`config.mk`:
```
export PLATFORM = sky130hd
export DESIGN_NAME = dbg_mode_ctl
export DESIGN_NICKNAME = d
export VERILOG_FILES = /design/src/rtl/dbg_mode_pkg.sv /design/src/rtl/dbg_mode_ctrl.sv /design/src/rtl/dbg_mode_state.sv /design/src/rtl/dbg_mode_ctl.sv
export SDC_FILE = /design/constraint.sdc
export NUM_CORES = 1
export LEC_CHECK = 0
export CORE_AREA = 2 2 39 41
export DETAILED_ROUTE_END_ITERATION = 10
export DIE_AREA = 0 0 41 43
export DONT_BUFFER_PORTS = 1
export GPL_ROUTABILITY_DRIVEN = 1
export PLACE_DENSITY = 0.32
export SLEW_MARGIN = 30
export SYNTH_ARGS = -nofsm -noshare
export SYNTH_HDL_FRONTEND = slang
export SYNTH_SLANG_ARGS = --single-unit
```
`constraint.sdc`:
```
create_clock -name clk -period 2.2 [get_ports clk]
set_input_delay 0.22 -clock clk [delete_from_list [all_inputs] [get_ports clk]]
set_output_delay 0.22 -clock clk [all_outputs]
set_load 0.03 [all_outputs]
```
`src/rtl/dbg_mode_pkg.sv`:
```
package dbg_mode_pkg;
  // Strobes from the control decoder to the state registers
  typedef struct packed {
    logic setMode;
    logic clrMode;
    logic startExec;
    logic endExec;
    logic haltExit;
  } dbgStrobe_t;
endpackage

```
`src/rtl/dbg_mode_ctrl.sv`:
```
module dbg_mode_ctrl
  import dbg_mode_pkg::*;
#(
  parameter int SYNC_STAGES = 2
) (
  input  logic       clk,
  input  logic       rstN,
  input  logic       sysRst,
  input  logic       dbgPinN,
  input  logic       brkStrobe,
  input  logic       porStrobe,
  input  logic       borStrobe,
  input  logic       wdtStrobe,
  input  logic       ctlWrEn,
  input  logic       ctlWrData,
  input  logic       haltMode,
  input  logic       execReq,
  input  logic       instrDone,
  input  logic       dbgMode,
  input  logic       execActive,
  output dbgStrobe_t strobe
);
  localparam int LAST = SYNC_STAGES - 1;

  logic [LAST:0] syncQ;
  logic          pinLowLast;
  logic          sysRstQ;
  logic          causeExit, swClear, pinEntry, entryReq, clearReq;

  // Synchronizer chain, idle level is high (pin inactive)
  always_ff @(posedge clk or negedge rstN) begin
    if (!rstN) syncQ <= '1;
    else       syncQ <= {syncQ[LAST-1:0], dbgPinN};
  end

  // Remember the pin level of every reset cycle; the last one survives
  always_ff @(posedge clk or negedge rstN) begin
    if (!rstN) begin
      pinLowLast <= 1'b0;
      sysRstQ    <= 1'b0;
    end else begin
      sysRstQ <= sysRst;
      if (sysRst) pinLowLast <= ~syncQ[LAST];
    end
  end

  always_comb begin
    causeExit = porStrobe | borStrobe | wdtStrobe;
    swClear   = ctlWrEn & ~ctlWrData;
    pinEntry  = sysRstQ & ~sysRst & pinLowLast;
    entryReq  = brkStrobe | pinEntry;
    clearReq  = causeExit | swClear;

    strobe.clrMode   = clearReq;
    strobe.setMode   = entryReq & ~clearReq & ~dbgMode;
    strobe.haltExit  = entryReq & ~clearReq & ~dbgMode & haltMode;
    strobe.startExec = dbgMode & ~execActive & execReq & ~clearReq;
    strobe.endExec   = execActive & (instrDone | clearReq);
  end
endmodule

```
`src/rtl/dbg_mode_state.sv`:
```
module dbg_mode_state
  import dbg_mode_pkg::*;
(
  input  logic       clk,
  input  logic       rstN,
  input  dbgStrobe_t strobe,
  input  logic       stopMode,
  input  logic       wdtEnable,
  output logic       dbgMode,
  output logic       execActive,
  output logic       haltExitReq,
  output logic       fetchEn,
  output logic       wdtRefresh,
  output logic       periphEn
);
  always_ff @(posedge clk or negedge rstN) begin
    if (!rstN) begin
      dbgMode     <= 1'b0;
      execActive  <= 1'b0;
      haltExitReq <= 1'b0;
    end else begin
      if (strobe.clrMode)      dbgMode <= 1'b0;
      else if (strobe.setMode) dbgMode <= 1'b1;

      if (strobe.endExec)        execActive <= 1'b0;
      else if (strobe.startExec) execActive <= 1'b1;

      haltExitReq <= strobe.haltExit;
    end
  end

  assign fetchEn    = ~dbgMode | execActive;
  assign wdtRefresh = dbgMode & wdtEnable;
  assign periphEn   = ~stopMode;
endmodule

```
`src/rtl/dbg_mode_ctl.sv`:
```
module dbg_mode_ctl
  import dbg_mode_pkg::*;
#(
  parameter int SYNC_STAGES = 2
) (
  input  logic clk,
  input  logic rstN,
  input  logic sysRst,
  input  logic dbgPinN,
  input  logic brkStrobe,
  input  logic porStrobe,
  input  logic borStrobe,
  input  logic wdtStrobe,
  input  logic ctlWrEn,
  input  logic ctlWrData,
  input  logic stopMode,
  input  logic haltMode,
  input  logic wdtEnable,
  input  logic execReq,
  input  logic instrDone,
  output logic fetchEn,
  output logic haltExitReq,
  output logic wdtRefresh,
  output logic dbgMode,
  output logic periphEn
);
  dbgStrobe_t strobe;
  logic       execActive;

  dbg_mode_ctrl #(.SYNC_STAGES(SYNC_STAGES)) uCtrl (
    .clk(clk), .rstN(rstN), .sysRst(sysRst), .dbgPinN(dbgPinN),
    .brkStrobe(brkStrobe), .porStrobe(porStrobe), .borStrobe(borStrobe),
    .wdtStrobe(wdtStrobe), .ctlWrEn(ctlWrEn), .ctlWrData(ctlWrData),
    .haltMode(haltMode), .execReq(execReq), .instrDone(instrDone),
    .dbgMode(dbgMode), .execActive(execActive), .strobe(strobe)
  );

  dbg_mode_state uState (
    .clk(clk), .rstN(rstN), .strobe(strobe), .stopMode(stopMode),
    .wdtEnable(wdtEnable), .dbgMode(dbgMode), .execActive(execActive),
    .haltExitReq(haltExitReq), .fetchEn(fetchEn), .wdtRefresh(wdtRefresh),
    .periphEn(periphEn)
  );
endmodule

```
==> results of run 1 <==
[sequential cells by signal, summed over array words and instances (netlist names)]
| register | count |
|---|---|
| uCtrl.syncQ | 2 |
| uCtrl.pinLowLast | 1 |
| uCtrl.sysRstQ | 1 |
| uState.dbgMode | 1 |
| uState.execActive | 1 |
| uState.haltExitReq | 1 |
[worst reg2reg max path, delay by kind of cell, from the launching register on]
family             cells  cell delay, ns
AOI/OAI and AO/OA      1            0.14
DFF                    1            0.60
and+or+nand+nor        1            0.13
[routing by layer]
metal | track usage, % | part of all wire [%]
met1 | 5.263 | 31
met2 | 8.750 | 47
met3 | 10.99 | 22
met4 | 2.000 | 0
met5 | 0 | 0
[what timing repair did]
item / in CTS / in global routing
hold endpoints to repair: 9 / 0
setup buffers: 0 / 0
endpoints found under the setup margin: 0 / 0
hold buffers: 3 / 0
[through the flow]
step	util (%)	total power, W	instances
final	25.59	0.0002703	46
after global routing	25.59	0.0002929	46
after CTS	25.59	0.0002781	46
after detailed placement	21.52	0.0001541	39
after global placement	21.52	0.0001540	39
after floorplan	-	0.0001524	23
[area by class of cell]
| cell class | count | share of cell area [%] |
|---|---|---|
| repair buffers | 3 | 8.481 |
| flip-flops and latches | 7 | 50.18 |
| clock buffers | 4 | 7.420 |
| well taps | 16 | 5.654 |
| inverters | 4 | 4.240 |
| multi-input cells | 12 | 24.03 |
[kinds of logic after synthesis]
group,count (synthesis),share of synthesized area [%]
simple gates,7,19.82
compound gates,5,10.81
flops,7,63.96
buf+inv,4,5.404
[power groups by stage]
stage	Clock, W	Combinational, W	Sequential (W)
after floorplan	0	0.0000110	0.000141
after global placement	0	0.0000121	0.000142
after detailed placement	0	0.0000121	0.000142
after CTS	0.000120	0.0000186	0.000140
after global routing	0.000132	0.0000208	0.000141
final	0.000112	0.0000181	0.000140
[cells in the final DEF, fill, tap and decap left out]
| cell type | netlist | final |
|---|---|---|
| dfrtp_1 | 5 | 5 |
| inv_1 | 4 | 4 |
| a31oi_1 | 1 | 1 |
| nor2_1 | 1 | 1 |
| nand3b_1 | 1 | 1 |
| nor4b_2 | 1 | 1 |
| o21ai_2 | 1 | 1 |
| clkbuf_4 | 0 | 3 |
| nand2b_1 | 2 | 2 |
| nor3_2 | 1 | 1 |
| dfstp_2 | 2 | 2 |
| dlygate4sd3_1 | 0 | 3 |
| and2_1 | 1 | 1 |
| a21oi_1 | 3 | 3 |
| clkbuf_1 | 0 | 1 |
[final timing paths]
kind | start | slack [ns] | endpoint
min | sysRst | 0.06 | uCtrl.pinLowLast$_DFFE_PN0P_
min in group asynchronous | rstN | 0.30 | uState.execActive$_DFFE_PN0P_
max in group asynchronous | rstN | 1.60 | uCtrl.syncQ[1]$_DFF_PN1_
min reg2reg | uCtrl.syncQ[0]$_DFF_PN1_ | 0.35 | uCtrl.syncQ[1]$_DFF_PN1_
max reg2reg | uState.dbgMode$_DFFE_PN0P_ | 1.25 | uState.execActive$_DFFE_PN0P_
max | uState.dbgMode$_DFFE_PN0P_ | 0.76 | wdtRefresh
==> out/qor.tcl, run 1 <==
set qor(netlist_area_before_placement_um2) 277.8
set qor(placement_rows) 14
set qor(worst_max_slew_margin_expressed_relative_to_the_limit_pct) 71.63
set qor(post_cts_resize_count) 0
set qor(synth-edff-count) 0
set qor(die-area_um2) 1763
set qor(worstHoldPathCells) 1
set qor(hold_viol_final) 0
set qor(final.fill_count) 150
set qor(synth_flop_cell) {dfrtp_1}
set qor(timing.final.crit_period_ns) 1.443
set qor(power_leakage_nw) 0.1475
set qor(final_layout_size_suffix_gt1_share_pct) 26.67
set qor(finalSetupViolations) 0
set qor(irDropWorstVdd_uv) 394.7
set qor(number_of_global_route_vias_before_repair) 171
set qor(cts_tree) {built}
set qor(critical_path_class) {flop to primary output}
set qor(power.switching_fraction_pct) 21.46
set qor(post_synth_main_area_contributors) {dfrtp_1 45%, dfstp_2 19%, a21oi_1 5.4%}
set qor(cts_buffers) 3
set qor(post-synth-top-count-cell) {dfrtp_1}
set qor(worstPathRequired_ns) 1.98
set qor(sequential_cell_area_um2) 177.7
set qor(h_tree_depth) 1
set qor(max_cap_violations) 0
set qor(seqPwrFrac_pct) 51.8
set qor(clock_power_share_pct) 41.5
set qor(yosysWarnings) 0
set qor(critical-path-top-delay-family) {flip-flops}
set qor(clkLatencyLatePin_ns) 0.25
set qor(totalWireLength_um) 467
set qor(final.period_utilization_pct) 65.58
set qor(end_kind) {primary output}
set qor(final.setup_skew_ns) 0.005232
set qor(power_density_nw_per_um2) 763.3
set qor(antenna_left) 0
set qor(cpMaxStageDelayCell) {dfrtp_1}
set qor(global_route.usage.total_pct) 6.876
set qor(grt_pass1_wl_um) 683
set qor(synthDominantAreaCellType) {dfrtp_1}
set qor(pre_cts_slack_ns) 1.017
set qor(setup.worst_path.start_class) {flop}
set qor(cp_max_fo) 6
set qor(syn-num-nets) 38
set qor(dr.first_iter.drc_count) 3
set qor(multiInputGateArea_um2) 85.08
set qor(vias) 187
set qor(avgSynthCellArea_um2) 12.08
set qor(drt-vias-per-instance) 4.065
set qor(result_of_the_run) {finished clean}
set qor(synth_seq_area_share_pct) 63.96
set qor(worst_r2r_path_depth) 2
set qor(grt_overflow_total) 0
set qor(dr.pass1.iters) 4
set qor(yosys_register_bits) 7
set qor(clockBufferDepth) 2
set qor(rsz0062_at_grt) {no}
set qor(gpl.final_weighted_congestion) 0.5516
set qor(final-max-slew-violation-count) 0
set qor(worst_path_largest_cell_delay_ns) 0.60
set qor(grt_max_degree) 8
set qor(timing.hold.worst.class) {input port to flop}
set qor(critPathBufInv) 0
set qor(port_buffers) 0
set qor(initial_core_util_pct) 20.07
set qor(synth_top_area_share_pct) 45.05
set qor(fin_nets) 46
set qor(io_pins) 20
set qor(hpwlAfterDp_um) 369.7
set qor(critical_path.cell_chain) {and2_1}
set qor(grt_antenna_before_repair) 0
set qor(antenna_cells) 0
set qor(design.core.area_um2) 1384
set qor(power_frac_comb_pct) 6.7
set qor(final.setup.worst_slack_ns) 0.7571
set qor(drc) 0
set qor(p_int_w) 0.0002123
set qor(die_w_um) 41
set qor(path_clk_slew_ns) 0.05
set qor(max_freq_ghz) 0.6931
set qor(total_placed_instance_area_um2) 297.8
set qor(critical_path_arrival_ns) 1.22
set qor(cts-root-buf) {clkbuf_4}
set qor(asyncSetResetFlopFracSynth_pct) 100.0
set qor(critical_path_depth) 1
set qor(drt-wirelength-per-cell_um) 10.15
set qor(synth_cells) 23
set qor(finalHoldWorstSlack_ns) 0.06156
set qor(switchingPower_w) 0.00005800
set qor(flow.area_growth_from_synthesis_pct) 27.48
set qor(worst_pin_slew_ns) 0.4256
set qor(synth.top_cells.by_count) {5 x dfrtp_1, 4 x inv_1, 3 x a21oi_1, 2 x dfstp_2, 2 x nand2b_1}
set qor(clock_tree_sinks) 7
set qor(finish.instance_area_um2) 354.1
set qor(chipHeight_um) 43
set qor(setup_total_negative_slack_ns) 0
set qor(yosysUniqueCellTypes) 12
No activity file was read; power rests on OpenSTA's default activity.
==> run 2, diff against run 1 <==
ABC_AREA = 1   (was default)
PLACE_DENSITY = 0.34   (was 0.32)
clock period = 1.5 ns   (was 2.2 ns; I/O delays follow)
==> run 2 against run 1 <==
  * Core utilization increased by 1.7 points
  * Sequential share of layout area decreased by 3.2 points
  * Clock-buffer cell count unchanged
  * Setup slack got worse by 0.55 ns
  * First-iteration DRC count decreased by 100%
  * Largest cell class unchanged
  * Highest routed layer unchanged
  * Combinational power increased by 78%
==> out/qor.tcl, run 2 <==
set qor(result_of_the_run) {finished clean} ;# unchanged
set qor(finalSetupViolations) 0 ;# unchanged
set qor(drt-vias-per-instance) 4.017 ;# was 4.065
set qor(registers.top_by_ff_count) {uCtrl.syncQ} ;# unchanged
set qor(initial_core_util_pct) 21.79 ;# was 20.07%
set qor(avgSynthCellArea_um2) 8.615 ;# was 12.08 um2
set qor(final.setup_skew_ns) 0.0002285 ;# was 0.005232 ns
set qor(routed.top_layer) {met3} ;# unchanged
set qor(hold_viol_final) 0 ;# unchanged
set qor(io_pins) 20 ;# unchanged
set qor(port_buffers) 0 ;# unchanged
set qor(clkLatencyLatePin_ns) 0.25 ;# about the same
set qor(layout.cells.most_common_list) {10 x inv_1, 7 x nand2_1, 5 x dfrtp_1, 3 x clkbuf_4, 3 x dlygate4sd3_1} ;# was 5 x dfrtp_1, 4 x inv_1, 3 x a21oi_1, 3 x clkbuf_4, 3 x dlygate4sd3_1
set qor(h_tree_depth) 1 ;# unchanged
set qor(max_cap_violations) 0 ;# unchanged
set qor(synth_cells) 35 ;# was 23
set qor(grt_overflow_total) 0 ;# unchanged
set qor(die_w_um) 41 ;# unchanged
set qor(cts-root-buf) {clkbuf_4} ;# unchanged
set qor(max_ffs_per_register) 2 ;# unchanged
set qor(synth-edff-count) 0 ;# unchanged
set qor(wl_met3_um) 42 ;# was 101 um
set qor(power_density_nw_per_um2) 1085 ;# was 763.3 nW/um2
set qor(timing.final.crit_period_ns) 1.296
set qor(antenna_left) 0 ;# unchanged
set qor(critical_path.cell_chain) {nand2_1, inv_1} ;# was and2_1
set qor(dr.first_iter.drc_count) 0 ;# was 3
set qor(critPathBufInv) 1 ;# was 0
set qor(setup_slack_of_the_worst_register_to_register_path_ns) 0.49 ;# was 1.25 ns
set qor(post-synth-top-count-cell) {inv_1} ;# was dfrtp_1
set qor(grt_max_degree) 8 ;# unchanged
set qor(yosysUniqueCellTypes) 11 ;# was 12
set qor(grt_pass1_wl_um) 945 ;# was 683 um
set qor(gpl.final_weighted_congestion) 0.7475 ;# was 0.5516
set qor(cp_max_fo) 6 ;# unchanged
set qor(sequential_cell_area_um2) 177.7 ;# unchanged
set qor(path_clk_slew_ns) 0.05 ;# about the same
set qor(irDropWorstVdd_uv) 292.2 ;# was 394.7 uV
set qor(design.core.area_um2) 1384 ;# unchanged
set qor(final_layout_size_suffix_gt1_share_pct) 16.67 ;# was 26.67%
set qor(yosysWarnings) 0 ;# unchanged
set qor(clock_tree_sinks) 7 ;# unchanged
set qor(post_cts_resize_count) 0 ;# unchanged
set qor(asyncSetResetFlopFracSynth_pct) 100.0 ;# unchanged
set qor(finalHoldWorstSlack_ns) 0.04289 ;# was 0.06156 ns
set qor(worst_path_largest_cell_delay_ns) 0.59 ;# was 0.60 ns
set qor(post_synth_main_area_contributors) {dfrtp_1 41%, dfstp_2 17%, inv_1 12%} ;# was dfrtp_1 45%, dfstp_2 19%, a21oi_1 5.4%
set qor(multiInputGateArea_um2) 86.33 ;# was 85.08 um2
set qor(met1_length_um) 228 ;# was 146 um
set qor(end_kind) {primary output} ;# unchanged
set qor(detailroute.wirelength.met2_um) 319 ;# was 220 um
set qor(cts_tree) {built} ;# unchanged
set qor(chipHeight_um) 43 ;# unchanged
set qor(clockBufferDepth) 2 ;# unchanged
set qor(final.fill_count) 149 ;# was 150
set qor(cts_buffers) 3 ;# unchanged
set qor(critical-path-top-delay-family) {flip-flops} ;# unchanged
set qor(die-area_um2) 1763 ;# unchanged
set qor(worst_pin_slew_ns) 0.4048 ;# was 0.4256 ns
set qor(totalWireLength_um) 591 ;# was 467 um
set qor(netlist_area_before_placement_um2) 301.5 ;# was 277.8 um2
set qor(final-max-slew-violation-count) 0 ;# unchanged
set qor(synth_seq_area_share_pct) 58.92 ;# was 63.96%
set qor(postLayoutCoreUtil_pct) 27.31 ;# was 25.59%
set qor(layout.cells.most_common) {inv_1} ;# was dfrtp_1
set qor(grt_antenna_before_repair) 0 ;# unchanged
set qor(worst_max_slew_margin_expressed_relative_to_the_limit_pct) 73.01 ;# was 71.63%
set qor(vias) 233 ;# was 187
set qor(drc) 0 ;# unchanged
set qor(global_route.usage.total_pct) 9.284 ;# was 6.876%
set qor(placement_rows) 14 ;# unchanged
set qor(syn-num-nets) 50 ;# was 38
set qor(yosys_register_bits) 7 ;# unchanged
set qor(synth_top_area_share_pct) 41.49 ;# was 45.05%
set qor(number_of_global_route_vias_before_repair) 217 ;# was 171
set qor(synth.top_cells.by_count) {10 x inv_1, 7 x nand2_1, 5 x dfrtp_1} ;# was 5 x dfrtp_1, 4 x inv_1, 3 x a21oi_1, 2 x dfstp_2, 2 x nand2b_1
set qor(flow.area_growth_from_synthesis_pct) 25.31 ;# was 27.48%
set qor(setup.worst_path.start_class) {flop} ;# unchanged
set qor(timing.hold.worst.class) {input port to flop} ;# unchanged
set qor(final.period_utilization_pct) 86.40
set qor(fin_nets) 58 ;# was 46
set qor(critical_path_arrival_ns) 1.15 ;# was 1.22 ns
set qor(max_freq_ghz) 0.7716
set qor(drt-wirelength-per-cell_um) 10.19 ;# was 10.15 um
set qor(synth_flop_cell) {dfrtp_1} ;# unchanged
set qor(critical_path_class) {flop to primary output} ;# unchanged
set qor(final-instance-count-excl-fill) 58 ;# was 46
set qor(total_placed_instance_area_um2) 321.6 ;# was 297.8 um2
set qor(number_of_placed_cells_counting_well_taps) 51 ;# was 39
set qor(power_leakage_nw) 0.2023 ;# was 0.1475 nW
set qor(dr.pass1.iters) 1 ;# was 4
set qor(worstPathRequired_ns) 1.35 ;# was 1.98 ns
set qor(setup_total_negative_slack_ns) 0 ;# unchanged
set qor(cpMaxStageDelayCell) {dfrtp_1} ;# unchanged
set qor(synthDominantAreaCellType) {dfrtp_1} ;# unchanged
set qor(hpwlAfterDp_um) 480.1 ;# was 369.7 um
set qor(finish.instance_area_um2) 377.9 ;# was 354.1 um2
set qor(rsz0062_at_grt) {no} ;# unchanged
set qor(antenna_cells) 0 ;# unchanged
## run 2: cell types whose count changed after synthesis, moves of 2 or more
| cell | change |
|---|---|
| a21oi_1 | -3 |
| inv_1 | +6 |
| nand2_1 | +7 |
| nand2b_1 | -2 |
| nand3_1 | +2 |
| nor2_2 | +2 |
| o21ai_0 | +2 |
## run 2: kinds of logic (layout without fill, tap and decap cells)
logic type | count (synthesis) | count (layout) | share of synthesized area (%)
buffers and inverters | 10 | 17 | 12.45
DFF | 7 | 7 | 58.92
and+or+nand+nor | 16 | 16 | 25.32
AOI/OAI and AO/OA | 2 | 2 | 3.320
## run 2: where the power goes
part / leakage, nW / internal, W / switching (W)
combinational: 0.101 / 0.0000125 / 0.0000197
sequential: 0.0864 / 0.000199 / 0.00000598
clock: 0.0150 / 0.000102 / 0.0000713
## run 2: worst min-delay path: cells and delay by family
kind | cells | cell delay (ns)
buffers and inverters | 1 | 0.03
and+or+nand+nor | 2 | 0.07
## run 2: per-stage QoR
step / setup slack, ns / total power, W
2_1_floorplan: 0.5180 / 0.0002274
3_3_place_gp: 0.4806 / 0.0002304
3_5_place_dp: 0.4617 / 0.0002310
4_1_cts: 0.1815 / 0.0004284
5_1_grt: 0.1305 / 0.0004529
6_report: 0.2039 / 0.0004099
## run 2: area by class of cell
type | instances | area share [%]
inverters | 10 | 9.934
repair buffers | 3 | 7.947
well taps | 16 | 5.298
multi-input cells | 18 | 22.85
clock buffers | 4 | 6.954
flip-flops and latches | 7 | 47.02
## run 2: path summary, 6_finish.rpt
path                                                       to                       start  cells past startpoint
worst max register to register  uState.execActive$_DFFE_PN0P_  uState.dbgMode$_DFFE_PN0P_                      3
min in group asynchronous             uCtrl.sysRstQ$_DFF_PN0_                        rstN                      1
max in group asynchronous            uCtrl.syncQ[0]$_DFF_PN1_                        rstN                      1
worst min register to register       uCtrl.syncQ[1]$_DFF_PN1_    uCtrl.syncQ[0]$_DFF_PN1_                      0
worst min-delay path               uState.dbgMode$_DFFE_PN0P_                   borStrobe                      3
worst max-delay path                               wdtRefresh  uState.dbgMode$_DFFE_PN0P_                      2
## run 2: timing repair
item                                    in CTS  in global routing
endpoints found under the setup margin       0                  0
endpoints found under the hold margin        9                  0
buffers inserted                             0                  0
hold buffers                                 3                  0
## run 2: per-layer routing
layer  vias to the layer above  GRT usage [%]
met5                         -              0
met4                         0          10.00
met3                         0          6.283
met2                         7          11.56
met1                       111          9.150
li1                        115              -
==> run 3, diff against run 2 <==
BUFFER_PORTS_ARGS = -buffer_cell sky130_fd_sc_hd__buf_2   (was default)
DONT_BUFFER_PORTS = default   (was 1)
PLACE_DENSITY = default   (was 0.34)
PLACE_DENSITY_LB_ADDON = 0.05   (was default)
clock period = 1.4 ns   (was 1.5 ns; I/O delays follow)
==> run 3 against run 2 <==
  * First-iteration DRC count rose by 5
  * Die area stayed put
  * Final area grew 25%
  * Clock power is 3% higher
  * Core utilization increased by 6.9 points
  * Largest cell class unchanged
  * Highest routed layer unchanged
==> out/qor.tcl, run 3 (synthesis results as in run 2) <==
set qor(path_clk_slew_ns) 0.05 ;# about the same
set qor(power_leakage_nw) 0.2802 ;# was 0.2023 nW
set qor(antenna_cells) 0 ;# unchanged
set qor(result_of_the_run) {finished clean} ;# unchanged
set qor(clockBufferDepth) 2 ;# unchanged
set qor(fin_nets) 77 ;# was 58
set qor(chipHeight_um) 43 ;# unchanged
set qor(antenna_left) 0 ;# unchanged
set qor(final.setup.worst_slack_ns) 0.3009 ;# was 0.2039 ns
set qor(critical_path_class) {flop to primary output} ;# unchanged
set qor(die-area_um2) 1763 ;# unchanged
set qor(gpl.final_weighted_congestion) 0.6470 ;# was 0.7475
set qor(final.setup_skew_ns) 0.001460 ;# was 0.0002285 ns
set qor(registers.top_by_ff_count) {uCtrl.syncQ} ;# unchanged
set qor(final_layout_size_suffix_gt1_share_pct) 42.62 ;# was 16.67%
set qor(setup_slack_of_the_worst_register_to_register_path_ns) 0.53 ;# was 0.49 ns
set qor(flow.area_growth_from_synthesis_pct) 56.85 ;# was 25.31%
set qor(finalHoldWorstSlack_ns) 0.1457 ;# was 0.04289 ns
set qor(switchingPower_w) 0.0001038 ;# was 0.00009692 W
set qor(rsz0062_at_grt) {no} ;# unchanged
set qor(critical_path_arrival_ns) 0.96 ;# was 1.15 ns
set qor(cts_tree) {built} ;# unchanged
set qor(clkLatencyLatePin_ns) 0.25 ;# about the same
set qor(worst_r2r_path_depth) 3 ;# unchanged
set qor(max_freq_ghz) 0.9098
set qor(max_cap_violations) 0 ;# unchanged
set qor(power_frac_comb_pct) 13.2 ;# was 7.9%
set qor(io_pins) 20 ;# unchanged
set qor(drc) 0 ;# unchanged
set qor(timing.hold.worst.class) {input port to flop} ;# unchanged
set qor(grt_pass1_wl_mm) 1.131 ;# was 945 um
set qor(worstHoldPathCells) 4 ;# was 3
set qor(power_density_nw_per_um2) 961.5 ;# was 1085 nW/um2
set qor(cts_buffers) 3 ;# unchanged
set qor(final.fill_count) 159 ;# was 149
set qor(clock_tree_sinks) 7 ;# unchanged
set qor(port_buffers) 19 ;# was 0
set qor(worst_pin_slew_ns) 0.1696 ;# was 0.4048 ns
set qor(hold_viol_final) 0 ;# unchanged
set qor(cp_max_fo) 6 ;# unchanged
set qor(power.switching_fraction_pct) 22.82 ;# was 23.65%
set qor(grt_max_degree) 8 ;# unchanged
set qor(finalSetupViolations) 0 ;# unchanged
set qor(die_w_um) 41 ;# unchanged
set qor(hpwlAfterDp_um) 522.8 ;# was 480.1 um
set qor(grt_overflow_total) 0 ;# unchanged
set qor(irDropWorstVdd_uv) 399.9 ;# was 292.2 uV
set qor(layout.cells.most_common_list) {19 x buf_2, 10 x inv_1, 7 x nand2_1, 5 x dfrtp_1} ;# was 10 x inv_1, 7 x nand2_1, 5 x dfrtp_1, 3 x clkbuf_4, 3 x dlygate4sd3_1
set qor(p_int_w) 0.0003510 ;# was 0.0003129 W
set qor(dr.pass1.iters) 4 ;# was 1
set qor(global_route.usage.total_pct) 10.45 ;# was 9.284%
set qor(timing.final.crit_period_ns) 1.099
set qor(end_kind) {primary output} ;# unchanged
set qor(totalWireLength_um) 639 ;# was 591 um
set qor(max_ffs_per_register) 2 ;# unchanged
set qor(h_tree_depth) 1 ;# unchanged
set qor(dr.first_iter.drc_count) 5 ;# was 0
set qor(initial_core_util_pct) 21.79 ;# unchanged
set qor(pre_cts_slack_ns) 0.5272 ;# was 0.4617 ns
set qor(drt-vias-per-instance) 3.844 ;# was 4.017
set qor(seqPwrFrac_pct) 47.7 ;# was 50.0%
set qor(setup.worst_path.start_class) {flop} ;# unchanged
set qor(worstPathRequired_ns) 1.26 ;# was 1.35 ns
set qor(layout.cells.most_common) {buf_2} ;# was inv_1
set qor(clock_power_share_pct) 39.1 ;# was 42.2%
set qor(number_of_global_route_vias_before_repair) 291 ;# was 217
set qor(post_cts_resize_count) 0 ;# unchanged
set qor(grt_antenna_before_repair) 0 ;# unchanged
set qor(final.period_utilization_pct) 78.51
set qor(final-max-slew-violation-count) 0 ;# unchanged
set qor(vias) 296 ;# was 233
set qor(worst_max_slew_margin_expressed_relative_to_the_limit_pct) 88.69 ;# was 73.01%
set qor(design.core.area_um2) 1384 ;# unchanged
set qor(cts-root-buf) {clkbuf_4} ;# unchanged
set qor(drt-wirelength-per-cell_um) 8.299 ;# was 10.19 um
set qor(placement_rows) 14 ;# unchanged
set qor(setup_total_negative_slack_ns) 0 ;# unchanged
-- run 3: critical path, stage by stage, from the launching register on --
cell and delay, ns:
dfrtp_1 0.42, nand2_1 0.07, inv_1 0.05, buf_2 0.18
-- run 3: final timing paths --
check | startpoint | endpoint
max | uState.dbgMode$_DFFE_PN0P_ | wdtRefresh
min reg2reg | uCtrl.syncQ[0]$_DFF_PN1_ | uCtrl.syncQ[1]$_DFF_PN1_
min in group asynchronous | rstN | uCtrl.pinLowLast$_DFFE_PN0P_
min | borStrobe | uState.dbgMode$_DFFE_PN0P_
max reg2reg | uState.dbgMode$_DFFE_PN0P_ | uState.execActive$_DFFE_PN0P_
max in group asynchronous | rstN | uCtrl.syncQ[1]$_DFF_PN1_
-- run 3: per-layer routing --
layer	share of wire (%)	track usage, %
met2	56	13.75
met5	0	0
met1	39	10.63
met4	0	8.000
met3	4.5	7.853
-- run 3: metrics by stage --
stage | total power [W] | utilization [%] | area [um2] | std cells
2_1_floorplan | 0.0002436 | - | 301.5 | 35
3_3_place_gp | 0.0002728 | 30.11 | 416.7 | 70
3_5_place_dp | 0.0002746 | 30.11 | 416.7 | 70
4_1_cts | 0.0004681 | 33.45 | 462.9 | 76
5_1_grt | 0.0005007 | 34.18 | 473.0 | 77
6_report | 0.0004548 | 34.18 | 473.0 | 77
-- run 3: what timing repair did --
item                                    CTS  global route
hold endpoints to repair                  8             1
hold buffers                              2             1
endpoints found under the setup margin    0             0
setup buffers                             0             0
-- run 3: power by group through the flow --
stage	sequential (W)	combinational [W]	clock [W]
final	0.000217	0.0000601	0.000178
after global routing	0.000218	0.0000685	0.000215
after CTS	0.000217	0.0000592	0.000192
after detailed placement	0.000220	0.0000545	0
after global placement	0.000220	0.0000532	0
after floorplan	0.000222	0.0000218	0
-- run 3: cell type report --
class                           count  area [um2]  area share, %
Clock buffer                        4       26.28          5.556
Inverter                           10       37.54          7.937
Multi-Input combinational cell     18       86.33          18.25
Sequential cell                     7       177.7          37.57
Tap cell                           16       20.02          4.233
Timing Repair Buffer               22       125.1          26.46
